### src/rtl/tps_pkg.sv
package tps_pkg;

   // Fields of the option byte that this block decodes.
   typedef struct packed {
      logic       ext_src;    // 1: external pin edges, 0: cycle enable
      logic       fall_edge;  // 1: count high-to-low
      logic       to_wdt;     // 1: prescaler owned by watchdog
      logic [2:0] rate;       // ratio code
   } opt_fields_t;

   function automatic opt_fields_t decode_opt(input logic [7:0] b);
      opt_fields_t f;
      f.ext_src   = b[5];
      f.fall_edge = b[4];
      f.to_wdt    = b[3];
      f.rate      = b[2:0];
      return f;
   endfunction

   // log2 of the divide ratio: timer side has one extra stage.
   function automatic logic [3:0] div_log2(input logic to_wdt, input logic [2:0] rate);
      return to_wdt ? {1'b0, rate} : ({1'b0, rate} + 4'd1);
   endfunction

endpackage

### src/rtl/tps_edge_sync.sv
module tps_edge_sync #(
   parameter int STAGES = 2
) (
   input  logic clk,
   input  logic rst_n,
   input  logic pin_i,
   output logic rise_o,
   output logic fall_o
);
   localparam int LAST = STAGES;

   initial assert (STAGES >= 2) else $error("tps_edge_sync: STAGES must be at least 2");

   // sh[0..STAGES-1] synchronizer, sh[STAGES] history for the edge detector
   logic [LAST:0] sh_q;

   generate
      for (genvar g = 0; g <= LAST; g++) begin : g_stage
         if (g == 0) begin : g_first
            always_ff @(posedge clk or negedge rst_n)
               if (!rst_n) sh_q[0] <= 1'b0;
               else        sh_q[0] <= pin_i;
         end else begin : g_next
            always_ff @(posedge clk or negedge rst_n)
               if (!rst_n) sh_q[g] <= 1'b0;
               else        sh_q[g] <= sh_q[g-1];
         end
      end
   endgenerate

   assign rise_o =  sh_q[LAST-1] & ~sh_q[LAST];
   assign fall_o = ~sh_q[LAST-1] &  sh_q[LAST];


   single_rise_chk: assert property (@(posedge clk) disable iff (!rst_n)
      rise_o |=> !rise_o);

   single_fall_chk: assert property (@(posedge clk) disable iff (!rst_n)
      fall_o |=> !fall_o);

endmodule

### src/rtl/tps_prescaler.sv
module tps_prescaler #(
   parameter int PW = 8,
   parameter int RW = 3
) (
   input  logic          clk,
   input  logic          rst_n,
   input  logic          pulse_i,
   input  logic          clr_i,
   input  logic [RW:0]   div_i,
   output logic          tick_o
);
   localparam int MAXDIV = 1 << RW;

   initial assert (PW >= MAXDIV) else $error("tps_prescaler: PW too small for rate field");

   logic [PW-1:0] cnt_q;
   logic [PW:0]   full_mask;
   logic [PW-1:0] mask;

   assign full_mask = ({{PW{1'b0}}, 1'b1} << div_i) - {{PW{1'b0}}, 1'b1};
   assign mask      = full_mask[PW-1:0];
   assign tick_o    = pulse_i & ((cnt_q & mask) == mask);

   always_ff @(posedge clk or negedge rst_n)
      if (!rst_n)       cnt_q <= '0;
      else if (clr_i)   cnt_q <= '0;
      else if (pulse_i) cnt_q <= cnt_q + 1'b1;


   clr_zero_chk: assert property (@(posedge clk) disable iff (!rst_n)
      clr_i |=> cnt_q == '0);

   hold_chk: assert property (@(posedge clk) disable iff (!rst_n)
      !clr_i && !pulse_i |=> $stable(cnt_q));

endmodule

### src/rtl/tps_counter.sv
module tps_counter #(
   parameter int W = 8
) (
   input  logic         clk,
   input  logic         rst_n,
   input  logic         we_i,
   input  logic [W-1:0] wdata_i,
   input  logic         tick_i,
   output logic [W-1:0] value_o,
   output logic         ovf_o
);
   localparam logic [W-1:0] TOP = '1;

   initial assert (W >= 2) else $error("tps_counter: W must be at least 2");

   always_ff @(posedge clk or negedge rst_n)
      if (!rst_n) begin
         value_o <= '0;
         ovf_o   <= 1'b0;
      end else begin
         ovf_o <= !we_i && tick_i && (value_o == TOP);
         if (we_i)        value_o <= wdata_i;
         else if (tick_i) value_o <= value_o + 1'b1;
      end


   wrap_ovf_chk: assert property (@(posedge clk) disable iff (!rst_n)
      ovf_o |-> value_o == '0);

   load_chk: assert property (@(posedge clk) disable iff (!rst_n)
      we_i |=> value_o == $past(wdata_i));

   step_chk: assert property (@(posedge clk) disable iff (!rst_n)
      !we_i && tick_i |=> value_o == W'($past(value_o) + 1'b1));

endmodule

### src/rtl/tps_timer_top.sv
module tps_timer_top #(
   parameter int TW    = 8,
   parameter int PW    = 8,
   parameter int RW    = 3,
   parameter int SYNC  = 2
) (
   input  logic          clk,
   input  logic          rst_n,
   input  logic          cyc_en_i,
   input  logic          ext_pin_i,
   input  logic [7:0]    opt_i,
   input  logic          tmr_we_i,
   input  logic [TW-1:0] tmr_wdata_i,
   input  logic          wdt_raw_i,
   input  logic          wdt_clr_i,
   output logic [TW-1:0] tmr_value_o,
   output logic          tmr_ovf_o,
   output logic          wdt_tick_o
);
   import tps_pkg::*;

   initial assert (RW == 3) else $error("tps_timer_top: option byte carries a 3-bit rate");

   opt_fields_t opt;
   logic        pin_rise, pin_fall, pin_edge;
   logic        src_tick, pre_in, pre_clr, pre_tick, tmr_tick;
   logic [RW:0] div_sel;

   assign opt = decode_opt(opt_i);

   tps_edge_sync #(.STAGES(SYNC)) i_sync (
      .clk   (clk),
      .rst_n (rst_n),
      .pin_i (ext_pin_i),
      .rise_o(pin_rise),
      .fall_o(pin_fall)
   );

   assign pin_edge = opt.fall_edge ? pin_fall : pin_rise;
   assign src_tick = opt.ext_src   ? pin_edge : cyc_en_i;

   // Prescaler routing
   assign pre_in  = opt.to_wdt ? wdt_raw_i : src_tick;
   assign pre_clr = opt.to_wdt ? wdt_clr_i : tmr_we_i;
   assign div_sel = div_log2(opt.to_wdt, opt.rate);

   tps_prescaler #(.PW(PW), .RW(RW)) i_pre (
      .clk    (clk),
      .rst_n  (rst_n),
      .pulse_i(pre_in),
      .clr_i  (pre_clr),
      .div_i  (div_sel),
      .tick_o (pre_tick)
   );

   assign tmr_tick = opt.to_wdt ? src_tick : pre_tick;

   tps_counter #(.W(TW)) i_cnt (
      .clk    (clk),
      .rst_n  (rst_n),
      .we_i   (tmr_we_i),
      .wdata_i(tmr_wdata_i),
      .tick_i (tmr_tick),
      .value_o(tmr_value_o),
      .ovf_o  (tmr_ovf_o)
   );

   always_ff @(posedge clk or negedge rst_n)
      if (!rst_n) wdt_tick_o <= 1'b0;
      else        wdt_tick_o <= opt.to_wdt ? pre_tick : wdt_raw_i;


   direct_tick_chk: assert property (@(posedge clk) disable iff (!rst_n)
      opt_i[3] && !tmr_we_i && src_tick |=> tmr_value_o == TW'($past(tmr_value_o) + 1'b1));

   wdt_pass_chk: assert property (@(posedge clk) disable iff (!rst_n)
      !opt_i[3] && wdt_raw_i |=> wdt_tick_o);

   idle_hold_chk: assert property (@(posedge clk) disable iff (!rst_n)
      !opt_i[5] && !cyc_en_i && !tmr_we_i |=> $stable(tmr_value_o));

   wdt_needs_raw_chk: assert property (@(posedge clk) disable iff (!rst_n)
      opt_i[3] && !wdt_raw_i |=> !wdt_tick_o);

endmodule

### config.mk
export PLATFORM = sky130hd
export DESIGN_NAME = tps_timer_top
export DESIGN_NICKNAME = d
export VERILOG_FILES = /design/src/rtl/tps_pkg.sv /design/src/rtl/tps_edge_sync.sv /design/src/rtl/tps_prescaler.sv /design/src/rtl/tps_counter.sv /design/src/rtl/tps_timer_top.sv
export SDC_FILE = /design/constraint.sdc
export NUM_CORES = 1
export LEC_CHECK = 0
export CELL_PAD_IN_SITES_DETAIL_PLACEMENT = 0
export CELL_PAD_IN_SITES_GLOBAL_PLACEMENT = 2
export CORE_ASPECT_RATIO = 1.4
export CORE_MARGIN = 1.5
export CORE_UTILIZATION = 37
export CTS_CLUSTER_DIAMETER = 120
export CTS_CLUSTER_SIZE = 25
export DETAILED_ROUTE_END_ITERATION = 8
export DONT_BUFFER_PORTS = 1
export PLACE_DENSITY_LB_ADDON = 0.1
export RECOVER_POWER = 100
export SLEW_MARGIN = 20
export SYNTH_ARGS = -nofsm -noshare
export SYNTH_HDL_FRONTEND = slang
export SYNTH_SLANG_ARGS = --single-unit
### constraint.sdc
create_clock -name clk -period 2.6 [get_ports clk]
set_clock_uncertainty 0.1 [all_clocks]
set_input_delay 0.13 -clock clk [delete_from_list [all_inputs] [get_ports clk]]
set_output_delay 0.13 -clock clk [all_outputs]
set_load 0.05 [all_outputs]
==> impl_metrics.env, run 1 <==
export IMPL_cpPeakStageDelay_ns=0.44
export IMPL_dr_wl_met3_um=148
export IMPL_antenna_cells=0
export IMPL_drive_gt1_share_pct=17.8
export IMPL_slew_viol_final=0
export IMPL_clockBufferDepth=2
export IMPL_criticalPathCategory="in -> reg"
export IMPL_viasPerCell=5.91
export IMPL_place_hpwl_um=2860
export IMPL_ant_nets=0
export IMPL_status="finished, final reports clean"
export IMPL_die_h_um=78.0
export IMPL_fin_cells=240
export IMPL_syn_instance_count=170
export IMPL_ys_seq_area_share_pct=35.4
export IMPL_drt_met1_wl_um=1580
export IMPL_synth_most_common_cell="dfrtp_1"
export IMPL_synth_top_area_share_pct=35.4
export IMPL_cp_end_kind="flop"
export IMPL_final_core_util_pct=49.0
export IMPL_core_area_mm2=0.00388
export IMPL_wire_per_inst_um=16.6
export IMPL_syn_to_final_growth_pct=28.1
export IMPL_yosysWarnings=0
export IMPL_drtIter0Drc=84
export IMPL_htreeDepth=1
export IMPL_synth_area_mm2=0.00149
export IMPL_drt_total_wl_um=3990
export IMPL_start_util_pct=38.2
export IMPL_cp_slowest_cell="a311o_2"
export IMPL_synth_seq_cells=21
export IMPL_crit_fanout=12
export IMPL_io_pins=33
export IMPL_final_min_clock_period_ns=2.55
export IMPL_die_w_um=56.5
export IMPL_post_route_period_util_pct=98.0
export IMPL_path_cells="ha_4 > or2_4 > a2111oi_4 > a31oi_1 > ha_2 > o2111a_2 > o221a_1 > a311o_2 > a31oi_4 > o31ai_1 > a31oi_1"
export IMPL_synthTopCellsByCount="dfrtp_1 (21), nor2_1 (19), nand2_1 (11)"
export IMPL_antenna_found_initial=0
export IMPL_max_vdd_ir_drop_v=0.000323
export IMPL_dp_cells=219
export IMPL_preCtsSetupSlack_ns=-0.218
export IMPL_grt_max_degree=22
export IMPL_dieArea_mm2=0.00441
export IMPL_cp_data_arrival_time_ns=2.64
export IMPL_setup_viol=0
export IMPL_worst_pin_slew_ns=0.974
export IMPL_cts_tree="done"
export IMPL_power_density_mw_per_mm2=467
export IMPL_synth_cell_types=51
export IMPL_maxCapViolations=0
export IMPL_p_leak_nw=0.765
export IMPL_synth_edf_count=0
export IMPL_routed_top_layer="met4"
export IMPL_async_flop_share_pct=100
export IMPL_grt_pass1_wl_um=6320
export IMPL_place_gp_congestion=0.752
export IMPL_crit_required_ns=2.69
export IMPL_clk_latency_ns=0.27
export IMPL_root_buffer="clkbuf_8"
export IMPL_finalWorstSetupSlack_ns=0.0513
export IMPL_cp_buffers_inverters=0
export IMPL_dr_pass1_iters=4
export IMPL_fp_row_count=27
export IMPL_start_kind="primary input"
export IMPL_synth_nets=197
export IMPL_timing_fmax_ghz=0.392
export IMPL_crit_family="compound AO/OA/AOI/OAI gates"
export IMPL_grt_usage_pct=18.3
export IMPL_portBuffers=0
export IMPL_cts_sinks=21
export IMPL_synth_top_cell_by_area="dfrtp_1"
export IMPL_fillerInstances=381
export IMPL_grt_ovfl_total=0
export IMPL_netlist_top_cells_area="dfrtp_1 (35%), nor2_1 (4.8%), a31oi_1 (3.4%)"
export IMPL_min_path_type="in -> reg"
export IMPL_rsz0062_at_grt="true"
export IMPL_final_nets=225
export IMPL_final_hold_viol_count=0
export IMPL_cp_common_cell="a31oi_1"
export IMPL_drc=0
export IMPL_slew_headroom_pct=34.4
export IMPL_grt_pass1_vias=1346
export IMPL_dr_total_vias=1419
export IMPL_hold_worst_slack_ns=0.00910
export IMPL_clk_pin_slew_ns=0.08
export IMPL_numCtsBuffers=3
export IMPL_avgSynthCellArea_um2=8.74
export IMPL_wl_met2_um=2150
export IMPL_ys_flop_type="dfrtp_1"
[registers in the layout, indices dropped and copies added, names as in the netlist]
signal / cells
wdt_tick_o: 1
i_cnt.value_o: 8
i_pre.cnt_q: 8
i_sync.sh_q: 3
i_cnt.ovf_o: 1
[repair_timing]
item | 4_1_cts | 5_1_grt
hold buffers | 13 | 0
setup endpoints to repair | 0 | 7
gates resized for setup | 0 | 9
hold endpoints to repair | 31 | 0
setup buffers | 0 | 3
[metal layers]
metal,GRT usage [%],vias up
li1,-,693
met5,0,-
met1,20.2,678
met4,8.33,0
met3,3.33,10
met2,33.3,38
[power breakdown]
part           total (W)  internal (W)  switching [W]  leakage [nW]
Clock           0.000223      0.000107       0.000115        0.0255
Combinational   0.000260      0.000117       0.000143         0.477
Sequential      0.000405      0.000349      0.0000561         0.263
Total           0.000888      0.000573       0.000315         0.765
[worst paths after layout]
path,to,depth (start not counted),slack (ns),from
max in group asynchronous,i_sync.sh_q[2],1,1.45,rst_n
min in group asynchronous,i_cnt.value_o[2],1,0.36,rst_n
worst min register to register,i_sync.sh_q[1],0,0.26,i_sync.sh_q[0]
worst max register to register,i_pre.cnt_q[7],7,0.32,i_sync.sh_q[2]
worst max-delay path,i_cnt.value_o[6],11,0.05,opt_i[0]
worst min-delay path,i_cnt.value_o[2],4,0.009,tmr_we_i
[cells by family (layout without fill, tap and decap cells)]
| group | count (synthesis) | in the layout | synth area share [%] |
|---|---|---|---|
| adder cells (fa/ha/maj) | 4 | 4 | 3.37 |
| AO/OA/AOI/OAI | 47 | 48 | 23.9 |
| flip-flops | 21 | 21 | 35.4 |
| AND/OR/NAND/NOR | 74 | 74 | 26.9 |
| buffers and inverters | 16 | 42 | 5.64 |
| multiplexers | 1 | 1 | 0.674 |
| XOR/XNOR | 7 | 7 | 4.13 |
[per-stage QoR]
step | TNS [ns] | power (W) | cell area, um2
floorplan | -0.0135 | 0.000584 | 1560
global placement | -0.808 | 0.000626 | 1660
detailed placement | -1.37 | 0.000631 | 1660
CTS | 0 | 0.000878 | 1840
global route | -0.320 | 0.000939 | 1900
finish | 0 | 0.000888 | 1900
[layout make-up]
cell class              count  area (um2)  share of cell area (%)
clock buffers               3        41.3                    2.17
clock inverters             1        5.00                   0.263
inverters                   8        30.0                    1.58
multi-input cells         134         996                    52.4
flip-flops and latches     21         526                    27.6
well taps                  43        53.8                    2.83
repair buffers             30         250                    13.2
[worst register-to-register path: cells and delay by family, from the launching register on]
kind | cells | cell delay (ns)
AND/OR/NAND/NOR | 3 | 0.41
AO/OA/AOI/OAI | 3 | 1.08
flip-flops | 1 | 0.38
XOR/XNOR | 1 | 0.18
[cells in the final DEF, fill, tap and decap left out, drive strengths merged, types with 5 or more instances in the layout]
cell         count
nor2            19
nand3            7
nand2b           5
nor2b            7
o21ai            8
clkbuf           5
a31oi           10
nand2           11
inv              8
buf             15
dlygate4sd3     13
dfrtp           21
Power figures use the tool's default switching activity.
==> inputs of run 2 (changes only) <==
ABC_AREA = 1   (was unset)
CORE_UTILIZATION = 34   (was 37)
TNS_END_PERCENT = 10   (was unset)
==> run 2 against run 1 <==
Area after synthesis decreased by 4.0%. Worst hold slack improved by 0.00082 ns. Die area increased by 4.2%. Via count decreased by 8.9%. Worst setup slack improved by 0.28 ns. Fmax increased by 12%. Global-route usage decreased by 2.0 points. Non-clock buffer count decreased by 13. First-iteration DRC count decreased by 40%. Sequential power increased by 1%. Combinational power decreased by 9.6%. Wire length decreased by 17%.
==> impl_metrics.env, run 2 <==
export IMPL_status="finished, final reports clean"
export IMPL_cp_data_arrival_time_ns=2.36
export IMPL_place_hpwl_um=2580
export IMPL_root_buffer="clkbuf_8"
export IMPL_synth_top_cell_by_area="dfrtp_1"
export IMPL_crit_required_ns=2.69
export IMPL_criticalPathCategory="in -> reg"
export IMPL_finalWorstSetupSlack_ns=0.332
export IMPL_grt_max_degree=22
export IMPL_antenna_cells=0
export IMPL_synth_nets=225
export IMPL_switching_share_pct=37.2
export IMPL_netlist_top_cells_area="dfrtp_1 (37%), nand2_1 (14%), nand3_1 (10%)"
export IMPL_post_route_period_util_pct=87.2
export IMPL_muxShareOfSynthArea_pct=0
export IMPL_synth_most_common_cell="nand2_1"
export IMPL_place_gp_congestion=0.737
export IMPL_drtIter0Drc=50
export IMPL_htreeDepth=1
export IMPL_final_min_clock_period_ns=2.27
export IMPL_grt_pass1_wl_um=5880
export IMPL_internal_power_w=0.000539
export IMPL_synth_edf_count=0
export IMPL_dr_total_vias=1293
export IMPL_portBuffers=0
export IMPL_dieArea_mm2=0.00459
export IMPL_io_pins=33
export IMPL_clk_latency_ns=0.26
export IMPL_timing_fmax_ghz=0.441
export IMPL_async_flop_share_pct=100
export IMPL_synth_seq_cells=21
export IMPL_final_nets=243
export IMPL_numCtsBuffers=3
export IMPL_wire_per_inst_um=12.8
export IMPL_cts_tree="done"
export IMPL_top_regs="i_cnt.value_o (8), i_pre.cnt_q (8), i_sync.sh_q (3)"
export IMPL_avgSynthCellArea_um2=7.20
export IMPL_setup_tns_ns=0
export IMPL_worstReg2RegStart="i_cnt.value_o[0]"
export IMPL_startpoint="opt_i[0]"
export IMPL_grt_pass1_vias=1334
export IMPL_setup_viol=0
export IMPL_cts_resized=0
export IMPL_comb_power_share_pct=27.4
export IMPL_grt_ovfl_total=0
export IMPL_start_kind="primary input"
export IMPL_worst_pin_slew_ns=0.986
export IMPL_maxCapViolations=0
export IMPL_final_hold_viol_count=0
export IMPL_grt_usage_pct=16.3
export IMPL_cts_sinks=21
export IMPL_stdcell_area_mm2=0.00163
export IMPL_core_area_mm2=0.00399
export IMPL_hold_worst_slack_ns=0.00992
export IMPL_yosysWarnings=0
export IMPL_switching_power_w=0.000319
export IMPL_final_common_cell="nand2_1"
export IMPL_synth_top_family_by_area="simple AND/OR/NAND/NOR gates"
export IMPL_fp_row_count=27
export IMPL_synth_top_area_share_pct=36.9
export IMPL_ctsHoldBuffers=12
export IMPL_antenna_found_initial=0
export IMPL_slew_viol_final=0
export IMPL_syn_to_final_growth_pct=14.4
export IMPL_synth_xor_area_share_pct=6.06
export IMPL_synth_compound_area_share_pct=8.08
export IMPL_finalPower_w=0.000858
export IMPL_p_leak_nw=0.794
export IMPL_ys_seq_area_share_pct=36.9
export IMPL_cp_end_kind="flop"
export IMPL_drt_total_wl_um=3310
export IMPL_ys_flop_type="dfrtp_1"
export IMPL_worst_r2r_cell_count=8
export IMPL_clockBufferDepth=2
export IMPL_clk_pin_slew_ns=0.07
export IMPL_dr_pass1_iters=4
export IMPL_postCtsSetupRepairBufs=0
export IMPL_die_w_um=57.7
export IMPL_slew_headroom_pct=34.0
export IMPL_drc=0
export IMPL_holdPathStages=4
export IMPL_synthAdderAreaFrac_pct=3.51
export IMPL_yosys_area_share_simple_pct=37.2
export IMPL_synthTopCellsByCount="nand2_1 (54), nand3_1 (29), inv_1 (22)"
export IMPL_final_cell_mix="nand2_1 (56), nand3_1 (29), inv_1 (22)"
export IMPL_min_from="tmr_we_i"
export IMPL_power_density_mw_per_mm2=526
export IMPL_start_util_pct=35.8
export IMPL_min_path_type="in -> reg"
export IMPL_ant_nets=0
export IMPL_drive_gt1_share_pct=6.98
export IMPL_viasPerCell=5.01
export IMPL_share_seq_of_total_power_pct=47.7
export IMPL_syn_instance_count=198
export IMPL_crit_fanout=4
export IMPL_synth_cell_types=28
export IMPL_clkPwrFrac_pct=24.9
export IMPL_max_vdd_ir_drop_v=0.000246
export IMPL_die_h_um=79.6
export IMPL_place_area_mm2=0.00149
export IMPL_synth_area_mm2=0.00143
export IMPL_preCtsSetupSlack_ns=0.203
export IMPL_rsz0062_at_grt="false"
run 2: layout make-up:
| type | instances | area (um2) |
|---|---|---|
| Inverter | 24 | 95.1 |
| Timing Repair Buffer | 17 | 143 |
| Fill cell | 445 | 2360 |
| Tap cell | 43 | 53.8 |
| Sequential cell | 21 | 526 |
| Multi-Input combinational cell | 149 | 767 |
| Clock inverter | 1 | 5.00 |
| Clock buffer | 3 | 41.3 |
run 2: worst max-delay path: stages:
cell	delay (ns)
ha_1	0.26
inv_1	0.06
nand2_1	0.05
o21ai_1	0.16
nand3_1	0.13
ha_1	0.29
or2_2	0.09
nand2_1	0.04
a21oi_1	0.11
nand3_1	0.09
nor2_1	0.12
nand3_1	0.11
a21oi_1	0.15
dlygate4sd3_1	0.56
run 2: path summary, 6_finish.rpt:
kind / end / slack (ns)
max in group asynchronous: i_cnt.value_o[2] / 1.42
worst max-delay path: wdt_tick_o / 0.33
worst min-delay path: i_cnt.value_o[0] / 0.01
min in group asynchronous: i_pre.cnt_q[2] / 0.38
worst min register to register: i_sync.sh_q[1] / 0.26
worst max register to register: i_cnt.value_o[6] / 0.42
run 2: metrics by stage:
step                utilization (%)  std cells
CTS                            41.7        258
floorplan                         -        198
global placement               37.5        242
finish                         40.9        258
detailed placement             37.5        242
global route                   40.9        258
run 2: cells by family (layout without fill, tap and decap cells):
group | count (synthesis) | in the layout
fa+ha+maj | 4 | 4
xor+xnor | 9 | 9
flops | 21 | 21
simple gates | 114 | 114
compound gates | 22 | 22
buf+inv | 28 | 45
run 2: routing by layer:
metal / wire length, um / up-vias / track usage (%)
li1: - / 676 / -
met1: 1320 / 595 / 18.0
met2: 1870 / 20 / 31.4
met3: 102 / 2 / 2.27
met4: 18 / 0 / 4.88
met5: 0 / - / 0
run 2: power by group through the flow:
stage	clock [W]	combinational (W)	sequential, W
5_1_grt	0.000237	0.000272	0.000414
6_report	0.000214	0.000235	0.000409
4_1_cts	0.000229	0.000252	0.000410
3_5_place_dp	0	0.000228	0.000417
2_1_floorplan	0	0.000136	0.000460
3_3_place_gp	0	0.000224	0.000416
==> inputs of run 3 (changes only) <==
--- a/constraint.sdc
+++ b/constraint.sdc
@@ -4,2 +4,2 @@
 set_output_delay 0.13 -clock clk [all_outputs]
-set_load 0.05 [all_outputs]
+set_load 0.005 [all_outputs]
==> run 3 against run 2 <==
Flip-flop and latch count unchanged. Total power down 8.0%. Non-clock buffer count down 3. Wire length up 2.1%. Final cell count down 1.2%. Fmax down 2.1%. Register-to-register slack better by 0.32 ns. Critical path type unchanged. Combinational power down 25%.
==> impl_metrics.env, run 3 (same netlist as run 2, synthesis figures left out) <==
export IMPL_setup_tns_ns=0
export IMPL_final_nets=240
export IMPL_root_buffer="clkbuf_8"
export IMPL_portBuffers=0
export IMPL_maxCapViolations=0
export IMPL_dr_pass1_iters=4
export IMPL_die_h_um=79.6
export IMPL_grt_usage_pct=16.9
export IMPL_fp_row_count=27
export IMPL_final_cell_mix="nand2_1 (54), nand3_1 (29), inv_1 (22)"
export IMPL_dieArea_mm2=0.00459
export IMPL_criticalPathCategory="in -> reg"
export IMPL_final_hold_viol_count=0
export IMPL_place_gp_congestion=0.759
export IMPL_clockBufferDepth=2
export IMPL_syn_to_final_growth_pct=14.0
export IMPL_io_pins=33
export IMPL_fillerInstances=421
export IMPL_antenna_cells=0
export IMPL_power_density_mw_per_mm2=486
export IMPL_dp_cells=238
export IMPL_drc=0
export IMPL_slew_viol_final=0
export IMPL_grtUsageMet1_pct=18.7
export IMPL_place_hpwl_um=2510
export IMPL_htreeDepth=1
export IMPL_die_w_um=57.7
export IMPL_drive_gt1_share_pct=8.49
export IMPL_max_vdd_ir_drop_v=0.000303
export IMPL_crit_required_ns=2.70
export IMPL_post_route_period_util_pct=89.1
export IMPL_cp_end_kind="flop"
export IMPL_rsz0062_at_grt="false"
export IMPL_grt_ovfl_total=0
export IMPL_cts_tree="done"
export IMPL_grt_pass1_wl_um=6030
export IMPL_viasPerCell=5.10
export IMPL_finalWorstSetupSlack_ns=0.283
export IMPL_dr_total_vias=1300
export IMPL_preCtsSetupSlack_ns=0.176
export IMPL_worst_pin_slew_ns=1.18
export IMPL_cp_common_cell="nand3_1"
export IMPL_grt_use_met3_pct=3.40
export IMPL_wire_per_inst_um=13.3
export IMPL_path_cells="ha_1 > inv_1 > nand2_1 > o21ai_0 > nand3_1 > ha_1 > or2_2 > nand2_1 > a21oi_1 > nand3_1 > nor2_1 > nand3_1 > a21oi_1 > dlygate4sd3_1"
export IMPL_status="finished, final reports clean"
export IMPL_start_util_pct=35.8
export IMPL_min_path_type="in -> reg"
export IMPL_grt_max_degree=22
export IMPL_clk_pin_slew_ns=0.08
export IMPL_cp_slowest_cell="dlygate4sd3_1"
export IMPL_final_common_cell="nand2_1"
export IMPL_drt_total_wl_um=3380
export IMPL_ant_nets=0
export IMPL_drtIter0Drc=52
export IMPL_cts_sinks=21
export IMPL_crit_fanout=4
export IMPL_setup_viol=0
export IMPL_p_leak_nw=0.785
export IMPL_top_regs="i_cnt.value_o (8), i_pre.cnt_q (8), i_sync.sh_q (3)"
export IMPL_clk_latency_ns=0.27
export IMPL_antenna_found_initial=0
export IMPL_fin_cells=255
export IMPL_start_kind="primary input"
export IMPL_numCtsBuffers=3
export IMPL_busiest_layer="met2"
export IMPL_cp_data_arrival_time_ns=2.42
export IMPL_final_min_clock_period_ns=2.32
export IMPL_cpPeakStageDelay_ns=0.55
export IMPL_met2_usage_pct=31.4
export IMPL_timing_fmax_ghz=0.432
export IMPL_slew_headroom_pct=21.6
export IMPL_core_area_mm2=0.00399
export IMPL_grt_pass1_vias=1344
## run 3: cell types whose count changed in the layout (fill, tap and decap cells not counted)
cell | before | now
o21ai_0 | 12 | 13
nand2_1 | 56 | 54
nand2_4 | 1 | 0
clkbuf_1 | 4 | 1
nor3_2 | 0 | 1
o21ai_1 | 2 | 1
nand2_2 | 3 | 6
nor3_1 | 4 | 3
## run 3: final timing paths
kind                                     start  slack (ns)  cells after the start          endpoint
max in group asynchronous                rst_n        1.17                      2  i_cnt.value_o[2]
worst max register to register  i_pre.cnt_q[1]        0.74                      8        wdt_tick_o
min in group asynchronous                rst_n        0.53                      2    i_pre.cnt_q[3]
worst max-delay path                  opt_i[0]        0.28                     14        wdt_tick_o
worst min register to register  i_sync.sh_q[0]        0.26                      0    i_sync.sh_q[1]
worst min-delay path                  tmr_we_i        0.01                      4  i_cnt.value_o[2]
## run 3: repair_timing
| action | CTS | global route |
|---|---|---|
| endpoints found under the setup margin | 0 | 0 |
| buffers inserted | 0 | 0 |
| resized for setup | 0 | 0 |
| endpoints found under the hold margin | 32 | 21 |
| hold buffers | 12 | 1 |
## run 3: layout make-up
type / count / area, um2 / area share (%)
inverter: 24 / 95.1 / 5.86
multi-input combinational: 149 / 772 / 47.5
clock inverter: 1 / 5.00 / 0.308
clock buffer: 3 / 41.3 / 2.54
tap: 43 / 53.8 / 3.31
timing repair buffer: 14 / 131 / 8.09
sequential: 21 / 526 / 32.4
## run 3: per-layer routing
layer  vias to the layer above  part of all wire (%)
li1                        670                     -
met1                       605                    42
met2                        21                    54
met3                         4                   3.0
met4                         0                   1.4
met5                         -                     0
## run 3: metrics by stage
step / hold slack (ns) / utilization [%] / cell area [um2] / total power, W
after detailed placement: -0.264 / 36.7 / 1460 / 0.000554
after global routing: 0.0385 / 40.7 / 1620 / 0.000852
after global placement: -0.265 / 36.7 / 1460 / 0.000550
after floorplan: -0.266 / - / 1430 / 0.000524
final: 0.0116 / 40.7 / 1620 / 0.000790
after CTS: 0.00128 / 40.9 / 1630 / 0.000800
## run 3: power breakdown
group / internal, W / leakage (nW) / switching (W)
registers: 0.000353 / 0.272 / 0.0000382
logic: 0.0000765 / 0.488 / 0.000100
clock network: 0.000107 / 0.0255 / 0.000115
total: 0.000536 / 0.785 / 0.000253
## run 3: critical path, delay by kind of cell
kind,cells,cell delay [ns]
compound gates,3,0.44
fa+ha+maj,2,0.57
buf+inv,2,0.62
simple gates,7,0.67
